### src/rtl/bres_pkg.sv
package bres_pkg;
  typedef enum logic {
    CMP_EQ = 1'b0,
    CMP_NE = 1'b1
  } cmp_kind_e;

  typedef struct packed {
    logic stall;
    logic cond;
    logic accept;
  } resolve_s;
endpackage

### src/rtl/bres_dest_adder.sv
module bres_dest_adder #(
  parameter int ADDR_W = 32,
  parameter int OFF_W  = 16,
  parameter int SHIFT  = 2
) (
  input  logic [ADDR_W-1:0] base,
  input  logic [OFF_W-1:0]  offset,
  output logic [ADDR_W-1:0] dest
);
  localparam int EXT_W = ADDR_W - OFF_W;

  logic [ADDR_W-1:0] disp;

  always_comb begin
    disp = {{EXT_W{offset[OFF_W-1]}}, offset} << SHIFT;
    dest = base + disp;
  end
endmodule

### src/rtl/bres_compare.sv
module bres_compare
  import bres_pkg::*;
#(
  parameter int DATA_W = 32
) (
  input  logic [DATA_W-1:0] opnd_a,
  input  logic [DATA_W-1:0] opnd_b,
  input  cmp_kind_e         kind,
  output logic              cond
);
  logic [DATA_W-1:0] diff;
  logic              same;

  always_comb begin
    diff = opnd_a ^ opnd_b;
    same = ~|diff;
    cond = (kind == CMP_NE) ? ~same : same;
  end
endmodule

### src/rtl/bres_hazard.sv
module bres_hazard #(
  parameter int REG_W = 5,
  parameter int N_SRC = 2
) (
  input  logic                        need,
  input  logic                        ld_valid,
  input  logic [REG_W-1:0]            ld_reg,
  input  logic [N_SRC-1:0][REG_W-1:0] srcs,
  output logic                        stall
);
  logic [N_SRC-1:0] hit;

  for (genvar i = 0; i < N_SRC; i++) begin : g_src
    assign hit[i] = (srcs[i] == ld_reg);
  end

  assign stall = need & ld_valid & (|ld_reg) & (|hit);
endmodule

### src/rtl/bres_top.sv
module bres_top
  import bres_pkg::*;
#(
  parameter int ADDR_W     = 32,
  parameter int DATA_W     = 32,
  parameter int OFF_W      = 16,
  parameter int REG_W      = 5,
  parameter int INSN_BYTES = 4
) (
  input  logic              clk,
  input  logic              rst_n,
  input  logic              dec_valid,
  output logic              dec_ready,
  input  logic [ADDR_W-1:0] dec_pc,
  input  logic              dec_is_branch,
  input  logic              dec_cmp_ne,
  input  logic [OFF_W-1:0]  dec_offset,
  input  logic [REG_W-1:0]  dec_src_a,
  input  logic [REG_W-1:0]  dec_src_b,
  input  logic [DATA_W-1:0] dec_opnd_a,
  input  logic [DATA_W-1:0] dec_opnd_b,
  input  logic              ld_in_ex,
  input  logic [REG_W-1:0]  ld_dest,
  output logic [ADDR_W-1:0] fetch_addr,
  output logic              take_branch,
  output logic [ADDR_W-1:0] branch_dest,
  output logic              in_slot
);
  localparam int                SHIFT = $clog2(INSN_BYTES);
  localparam logic [ADDR_W-1:0] STEP  = ADDR_W'(INSN_BYTES);

  resolve_s          rs;
  logic [ADDR_W-1:0] seq_addr;
  logic              is_br_offer;

  assign is_br_offer = dec_valid & dec_is_branch;

  bres_dest_adder #(.ADDR_W(ADDR_W), .OFF_W(OFF_W), .SHIFT(SHIFT)) u_add (
    .base  (dec_pc),
    .offset(dec_offset),
    .dest  (branch_dest)
  );

  bres_compare #(.DATA_W(DATA_W)) u_cmp (
    .opnd_a(dec_opnd_a),
    .opnd_b(dec_opnd_b),
    .kind  (cmp_kind_e'(dec_cmp_ne)),
    .cond  (rs.cond)
  );

  bres_hazard #(.REG_W(REG_W), .N_SRC(2)) u_haz (
    .need    (is_br_offer),
    .ld_valid(ld_in_ex),
    .ld_reg  (ld_dest),
    .srcs    ({dec_src_b, dec_src_a}),
    .stall   (rs.stall)
  );

  assign rs.accept = dec_valid & ~rs.stall;
  assign dec_ready = ~rs.stall;
  assign take_branch = rs.accept & dec_is_branch & ~in_slot & rs.cond;
  assign seq_addr = fetch_addr + STEP;

  always_ff @(posedge clk or negedge rst_n) begin
    if (!rst_n) begin
      fetch_addr <= '0;
      in_slot    <= 1'b0;
    end else begin
      if (!rs.stall) begin
        fetch_addr <= take_branch ? branch_dest : seq_addr;
      end
      if (rs.accept) begin
        in_slot <= dec_is_branch & ~in_slot;
      end
    end
  end
endmodule

### config.mk
export PLATFORM = sky130hd
export DESIGN_NAME = bres_top
export DESIGN_NICKNAME = d
export VERILOG_FILES = /design/src/rtl/bres_pkg.sv /design/src/rtl/bres_dest_adder.sv /design/src/rtl/bres_compare.sv /design/src/rtl/bres_hazard.sv /design/src/rtl/bres_top.sv
export SDC_FILE = /design/constraint.sdc
export NUM_CORES = 1
export LEC_CHECK = 0
export ABC_AREA = 1
export BUFFER_PORTS_ARGS = -buffer_cell sky130_fd_sc_hd__clkbuf_2
export CAP_MARGIN = 10
export CORE_ASPECT_RATIO = 1.4
export CORE_UTILIZATION = 55
export CTS_BUF_LIST = sky130_fd_sc_hd__clkbuf_16
export CTS_CLUSTER_SIZE = 10
export DETAILED_ROUTE_END_ITERATION = 7
export GPL_TIMING_DRIVEN = 0
export PLACE_DENSITY = 0.88
export SYNTH_ARGS = -nofsm -noshare
export SYNTH_HDL_FRONTEND = slang
export SYNTH_SLANG_ARGS = --single-unit
### constraint.sdc
create_clock -name clk -period 4.25 [get_ports clk]
set_clock_uncertainty 0.15 [all_clocks]
set_input_delay 0.425 -clock clk [delete_from_list [all_inputs] [get_ports clk]]
set_output_delay 0.425 -clock clk [all_outputs]
set_load 0.01 [all_outputs]
==> summary.md, run 1 <==
| Metric | Value |
|---|---|
| FF-to-FF End | `fetch_addr[28]` |
| Die Ht | `119 um` |
| IO Port Bufs | `199` |
| H-tree Lvls | `2` |
| CTS clock-pin slew for the worst setup and hold paths | `0.05 ns` |
| Post-CTS Hold Fix Bufs | `0` |
| Top routing layer in use | `met4` |
| Via count | `6581` |
| Post-route DRC | `0` |
| Dominant synthesized flop cell | `dfrtp_1` |
| Yosys top cell by area | `nand2_1` |
| Post-CTS Resized | `0` |
| Fin crit share | `72.3%` |
| Multi-input logic area | `3800 um2` |
| Global-route wire length before repair | `27100 um` |
| Synth Register Bits | `33` |
| Synth top area share | `25.3%` |
| Gpl congestion | `0.956` |
| Worst R2R Path Depth | `10` |
| Synth async-reset ratio | `100%` |
| Crit path arrival time | `2.50 ns` |
| CTS Root Cell | `clkbuf_16` |
| Tot GR Track Use | `33.0%` |
| Final net count | `1320` |
| Synth unique cells | `38` |
| Commonest cells post-synth | `nand2_1, inv_1, nor2_1` |
| Initial core utilization | `56.7%` |
| Antenna Diode Count | `0` |
| Slowest CP cell | `ha_1` |
| Largest net degree at the start of global routing | `34` |
| Vias in the first global route | `6131` |
| Post-synthesis adder-cell area fraction | `7.34%` |
| Met2 routed WL | `8380 um` |
| Simple-gate share of the synthesized area | `47.8%` |
| Num Clock Sinks | `33` |
| Worst-path cell chain | `clkbuf_2, ha_1, nand2_1, nor4_1, nand3_1, nand2_1, nand2_1, nand2_1, inv_1, clkbuf_2` |
| Leakage power | `4.06 nW` |
| Max stage delay on crit path | `0.50 ns` |
| Final slew viol count | `0` |
| EDFF count, synth | `0` |
| Worst Setup Start Kind | `input port` |
| P per Cell Area | `348 nW/um2` |
| Final Non-Filler Cells | `1289` |
| Worst-Skew Late Latency | `0.29 ns` |
| Outcome | `completed` |
| DP Wirelength | `13800 um` |
| Layout cells sized above 1 | `21.9%` |
| Initial antenna violation count | `0` |
| Fin crit period | `3.07 ns` |
| Largest family of logic cells by synthesized area | `simple AND/OR/NAND/NOR gates` |
| Slew headroom | `40.4%` |
| Syn. warnings | `0` |
| Post-CTS Setup Bufs | `0` |
| Area fraction in compound gates after synthesis | `3.99%` |
| CP required | `3.67 ns` |
| Wire length per cell | `12.8 um` |
| Setup crit end kind | `primary output` |
| Maximum clock frequency | `0.325 GHz` |
| Drt via density | `5.11` |
| HP Class | `in -> async` |
| Placed cell count | `1281` |
| Met1 Wirelength | `6530 um` |
| Setup total negative slack | `0 ns` |
| Filler cells | `905` |
| Cell area after synthesis | `5390 um2` |
| Most common cell on crit path | `nand2_1` |
| Register area share after synthesis | `15.3%` |
| Grt total ovfl | `0` |
| Syn-to-layout area delta | `24.6%` |
| Crit Path Max Fanout | `15` |
| DR WL met3 | `960 um` |
| WHS | `0.104 ns` |
| DRT iter0 DRCs | `431` |
| Reg area | `826 um2` |
| Final WL | `16500 um` |
| DRT Pass-1 Iters | `7` |
| Num rows | `42` |
| Final Hold Fails | `0` |
| CTS Buffer Depth | `2` |
| Endpoints failing setup | `0` |
| CTS tree | `built` |
| Unrepaired setup endpoints after global routing | `no` |
| Worst-Margin Slew | `0.894 ns` |
| Core Region | `9510 um2` |
| Post-route core utilization | `70.6%` |
| Die Width | `85.7 um` |
| Setup Crit Path Kind | `in -> out` |
| Max IR drop VDD | `0.166 mV` |
| I/O pins | `200` |
| Post-synth net total | `1114` |
| Dominant cells by area after synthesis | `nand2_1, dfrtp_1, inv_1, xnor2_1, ha_1` |
| Post-synthesis area per instance | `5.67 um2` |
| Reg2reg setup slack | `2.17 ns` |
| Synth Area in XOR/XNOR | `11.4%` |
| Routed Antenna Nets | `0` |
| Mux share of post-synthesis cell area | `0%` |
| R2R Path Start | `fetch_addr[2]` |
| Most frequent cell after synthesis | `nand2_1` |
| Clock buffer count from CTS | `5` |
| Max_cap viols | `0` |
| Synthesized netlist cell count | `950` |
| DIE AREA | `10200 um2` |
metrics by stage:
step                      worst slack (ns)  total power, mW  cell area, um2
after floorplan                       1.86             1.43            5390
after global placement                1.22             1.87            6550
after detailed placement              1.24             1.89            6550
after CTS                             1.23             2.31            6710
after global routing                  1.04             2.51            6710
final                                 1.18             2.33            6710
power by group:
part	internal, mW	switching [mW]
clock network	0.272	0.144
registers	0.433	0.192
logic	0.516	0.776
how the worst max path moves through the flow:
stage | start | cells past startpoint | slack (ns) | endpoint
after floorplan | dec_pc[2] | 13 | 1.86 | branch_dest[30]
after global placement | dec_offset[15] | 10 | 1.22 | branch_dest[29]
after detailed placement | dec_offset[15] | 10 | 1.24 | branch_dest[29]
after CTS | dec_offset[15] | 10 | 1.23 | branch_dest[29]
after global routing | dec_offset[15] | 10 | 1.04 | branch_dest[29]
final | dec_offset[15] | 10 | 1.18 | branch_dest[29]
state kept, by name, summed over array words and instances, names as in the netlist:
name / cells
fetch_addr: 32
in_slot: 1
final cells by class:
| class | instances | share of cell area (%) |
|---|---|---|
| Multi-Input combinational cell | 726 | 56.6 |
| Timing Repair Buffer | 199 | 14.8 |
| Sequential cell | 33 | 12.3 |
| Inverter | 176 | 9.84 |
| Tap cell | 132 | 2.46 |
| Clock buffer | 5 | 1.86 |
| Buffer | 15 | 1.51 |
| Clock inverter | 3 | 0.559 |
cell families after synthesis:
| logic type | Yosys count |
|---|---|
| compound gates | 40 |
| xor+xnor | 70 |
| fa+ha+maj | 31 |
| buf+inv | 191 |
| flops | 33 |
| simple gates | 585 |
per-layer routing:
metal  up-vias  GRT usage [%]
met5         -              0
met4         0           14.2
met3        50           3.19
met2       266           60.9
met1      2931           37.9
li1       3334              -
cells in the final DEF (no fill, tap or decap), types with 4 or more instances in the layout:
cell,count
nand3_1,65
nand3b_1,6
inv_1,167
inv_2,9
o21bai_1,5
o21ai_1,4
nand4_1,27
nor3_1,17
nand2_2,10
clkbuf_16,5
dfrtp_1,33
o21ai_0,6
nor2_1,72
a21oi_1,24
xor2_1,21
clkbuf_1,4
clkbuf_2,199
nand3_2,7
ha_1,30
xnor2_1,49
nand2_1,363
worst max-delay path, delay by kind of cell:
family	cells	cell delay (ns)
adders and majority gates	1	0.50
and+or+nand+nor	6	1.15
buffers and inverters	3	0.41
(Power assumes the default switching activity.)
==> run 2, diff against run 1 <==
Settings changed: ABC_AREA 1 to 0, CORE_UTILIZATION 55 to 48, PLACE_DENSITY 0.88 to 0.83.
Clock period 4.25 ns to 3.1 ns, I/O delays scaled along.
==> run 2 against run 1 <==
  * Highest routed layer unchanged
  * First-iteration DRC count decreased by 28%
  * Via count decreased by 23%
  * Combinational power increased by 12%
  * Final cell count decreased by 34%
  * Critical endpoint is now branch_dest[30]
  * The run now ends with hold timing left
  * Sequential share of layout area increased by 2.6 points
  * Critical path type unchanged
  * Synthesized cell count decreased by 44%
  * Sequential power increased by 35%
  * Clock power increased by 17%
==> summary.md, run 2 <==
| Metric | Value |
|---|---|
| Worst-path cell chain | `clkbuf_2, ha_4, inv_2, fa_2, nand2b_4, a211oi_4, o2111ai_2, nand2_2, a41oi_4, mux2i_2, a2111oi_4, buf_2` |
| Layout cells sized above 1 | `34.0%` |
| CTS tree | `built` |
| Final WL | `13800 um` |
| Core Region | `8250 um2` |
| Final Hold Fails | `33` |
| CTS Buffer Depth | `2` |
| Final Non-Filler Cells | `853` |
| Synthesized netlist cell count | `535` |
| Worst-Skew Late Latency | `0.28 ns` |
| Worst Path Buf+Inv | `3` |
| Largest family of logic cells by synthesized area | `compound AO/OA/AOI/OAI gates` |
| Leakage power | `2.76 nW` |
| Slew headroom | `42.9%` |
| Post-route DRC | `0` |
| Outcome | `finished with violations` |
| Mux share of post-synthesis cell area | `0.731%` |
| Die Ht | `111 um` |
| Die Width | `80.2 um` |
| Initial antenna violation count | `1` |
| Synth Area in XOR/XNOR | `14.1%` |
| P per Cell Area | `498 nW/um2` |
| Register area share after synthesis | `20.1%` |
| Most common cell after layout, fill and taps aside | `clkbuf_2` |
| Fin crit period | `3.08 ns` |
| Max IR drop VDD | `0.329 mV` |
| Multi-input logic area | `3220 um2` |
| Syn-to-layout area delta | `35.3%` |
| Vias in the first global route | `4846` |
| Post-CTS Hold Fix Bufs | `0` |
| Maximum clock frequency | `0.325 GHz` |
| CTS clock-pin slew for the worst setup and hold paths | `0.06 ns` |
| Cell area after synthesis | `4110 um2` |
| Fin crit share | `99.2%` |
| I/O pins | `200` |
| Gpl congestion | `0.915` |
| H-tree Lvls | `2` |
| Tot GR Track Use | `30.7%` |
| DIE AREA | `8930 um2` |
| Post-synthesis area per instance | `7.67 um2` |
| Via count | `5052` |
| Syn. warnings | `0` |
| Reg area | `826 um2` |
| Max stage delay on crit path | `0.37 ns` |
| Worst R2R Path Depth | `11` |
| Synth unique cells | `64` |
| Crit Path Max Fanout | `3` |
| Worst Setup Start Kind | `input port` |
| Routed Antenna Nets | `0` |
| WHS | `-0.0269 ns` |
| DRT Pass-1 Iters | `5` |
| WP depth | `12` |
| Post-synthesis adder-cell area fraction | `9.63%` |
| Synth Register Bits | `33` |
| Num rows | `39` |
| Yosys top cell by area | `dfrtp_1` |
| Failing checks | `hold timing` |
| Filler cells | `711` |
| Initial core utilization | `49.8%` |
| DRT iter0 DRCs | `310` |
| Simple-gate share of the synthesized area | `23.3%` |
| Clock buffer count from CTS | `5` |
| Max FFs per register | `32` |
| Top Registers | `fetch_addr (32), in_slot (1)` |
| Crit path arrival time | `2.62 ns` |
| Largest net degree at the start of global routing | `34` |
| Worst setup margin | `0.0234 ns` |
| Biggest register | `fetch_addr` |
| Wire length per cell | `16.2 um` |
| Commonest cells post-synth | `a21oi_1, nand2_1, xor2_1` |
| Placed cell count | `836` |
| Commonest cells after routing, fill and taps aside | `clkbuf_2, a21oi_1, nand2_1` |
| Global-route wire length before repair | `21800 um` |
| Area fraction in compound gates after synthesis | `27.9%` |
| DP Wirelength | `10900 um` |
| HP Class | `in -> async` |
| EDFF count, synth | `0` |
| DP Worst Slack | `-0.348 ns` |
| IO Port Bufs | `199` |
| Unrepaired setup endpoints after global routing | `yes` |
| Most frequent cell after synthesis | `a21oi_1` |
| Final net count | `913` |
| Num Clock Sinks | `33` |
| Synth async-reset ratio | `100%` |
| Post-synth net total | `699` |
| Setup Crit Path Kind | `in -> out` |
| Dominant cells by area after synthesis | `dfrtp_1, ha_1, xor2_1, a21oi_1, xnor2_1` |
| Grt total ovfl | `0` |
| Synth top area share | `20.1%` |
| CP top delay family | `compound AO/OA/AOI/OAI gates` |
| Dominant synthesized flop cell | `dfrtp_1` |
| Drt via density | `5.92` |
| CTS Root Cell | `clkbuf_16` |
| Worst-Margin Slew | `0.857 ns` |
| Endpoints failing setup | `0` |
| Max_cap viols | `0` |
| Slowest CP cell | `a2111oi_4` |
| CP required | `2.64 ns` |
| Setup crit end kind | `primary output` |
| Final slew viol count | `0` |
-- run 2: layout make-up --
type / count / area share (%)
inverter: 17 / 1.15
multi-input combinational: 463 / 58.0
sequential: 33 / 14.9
timing repair buffer: 207 / 19.2
buffer: 22 / 1.94
clock inverter: 3 / 0.315
antenna: 1 / 0.0450
clock buffer: 5 / 2.25
tap: 102 / 2.30
-- run 2: final timing paths --
path                          startpoint               to  slack (ns)
max                            dec_pc[2]  branch_dest[30]        0.02
max in group asynchronous          rst_n   fetch_addr[28]        2.28
min in group clk               dec_pc[1]    fetch_addr[1]        0.10
max reg2reg                fetch_addr[2]   fetch_addr[30]        0.25
min reg2reg                fetch_addr[1]    fetch_addr[1]        0.34
min                                rst_n    fetch_addr[7]       -0.03
-- run 2: layer usage --
metal | wire [um] | track usage, %
met1 | 4960 | 33.2
met2 | 7030 | 55.5
met3 | 1190 | 5.25
met4 | 649 | 16.2
met5 | 0 | 0
-- run 2: through the flow --
step | util, % | setup TNS [ns] | cell area [um2] | power [mW] | hold slack, ns
after floorplan | - | 0 | 4110 | 1.61 | -0.136
after global placement | 63.4 | -0.602 | 5230 | 2.16 | 0.308
after detailed placement | 63.4 | -0.827 | 5230 | 2.20 | 0.314
after CTS | 65.8 | -0.0475 | 5420 | 2.70 | 0.0162
after global routing | 67.3 | -0.178 | 5550 | 2.95 | 0.0458
final | 67.4 | 0 | 5560 | 2.77 | -0.0269
-- run 2: worst register-to-register path, delay by kind of cell (launching register included) --
kind	cells	cell delay, ns
AO/OA/AOI/OAI	3	0.56
adder cells (fa/ha/maj)	1	0.25
buffers and inverters	2	0.40
flip-flops	1	0.44
AND/OR/NAND/NOR	5	0.93
-- run 2: what timing repair did --
action,in CTS,in global routing
setup endpoints to repair,6,11
pin swaps,5,9
cloned,0,0
setup buffers,1,7
resized for setup,7,20
-- run 2: cells by family after synthesis --
logic type | after synthesis
adder cells (fa/ha/maj) | 31
XOR/XNOR | 66
AND/OR/NAND/NOR | 188
AO/OA/AOI/OAI | 175
multiplexers | 3
buffers and inverters | 39
flip-flops | 33
-- run 2: power by group --
part | internal [mW] | total (mW) | switching [mW]
sequential | 0.601 | 0.842 | 0.241
clock | 0.294 | 0.488 | 0.193
combinational | 0.621 | 1.44 | 0.818
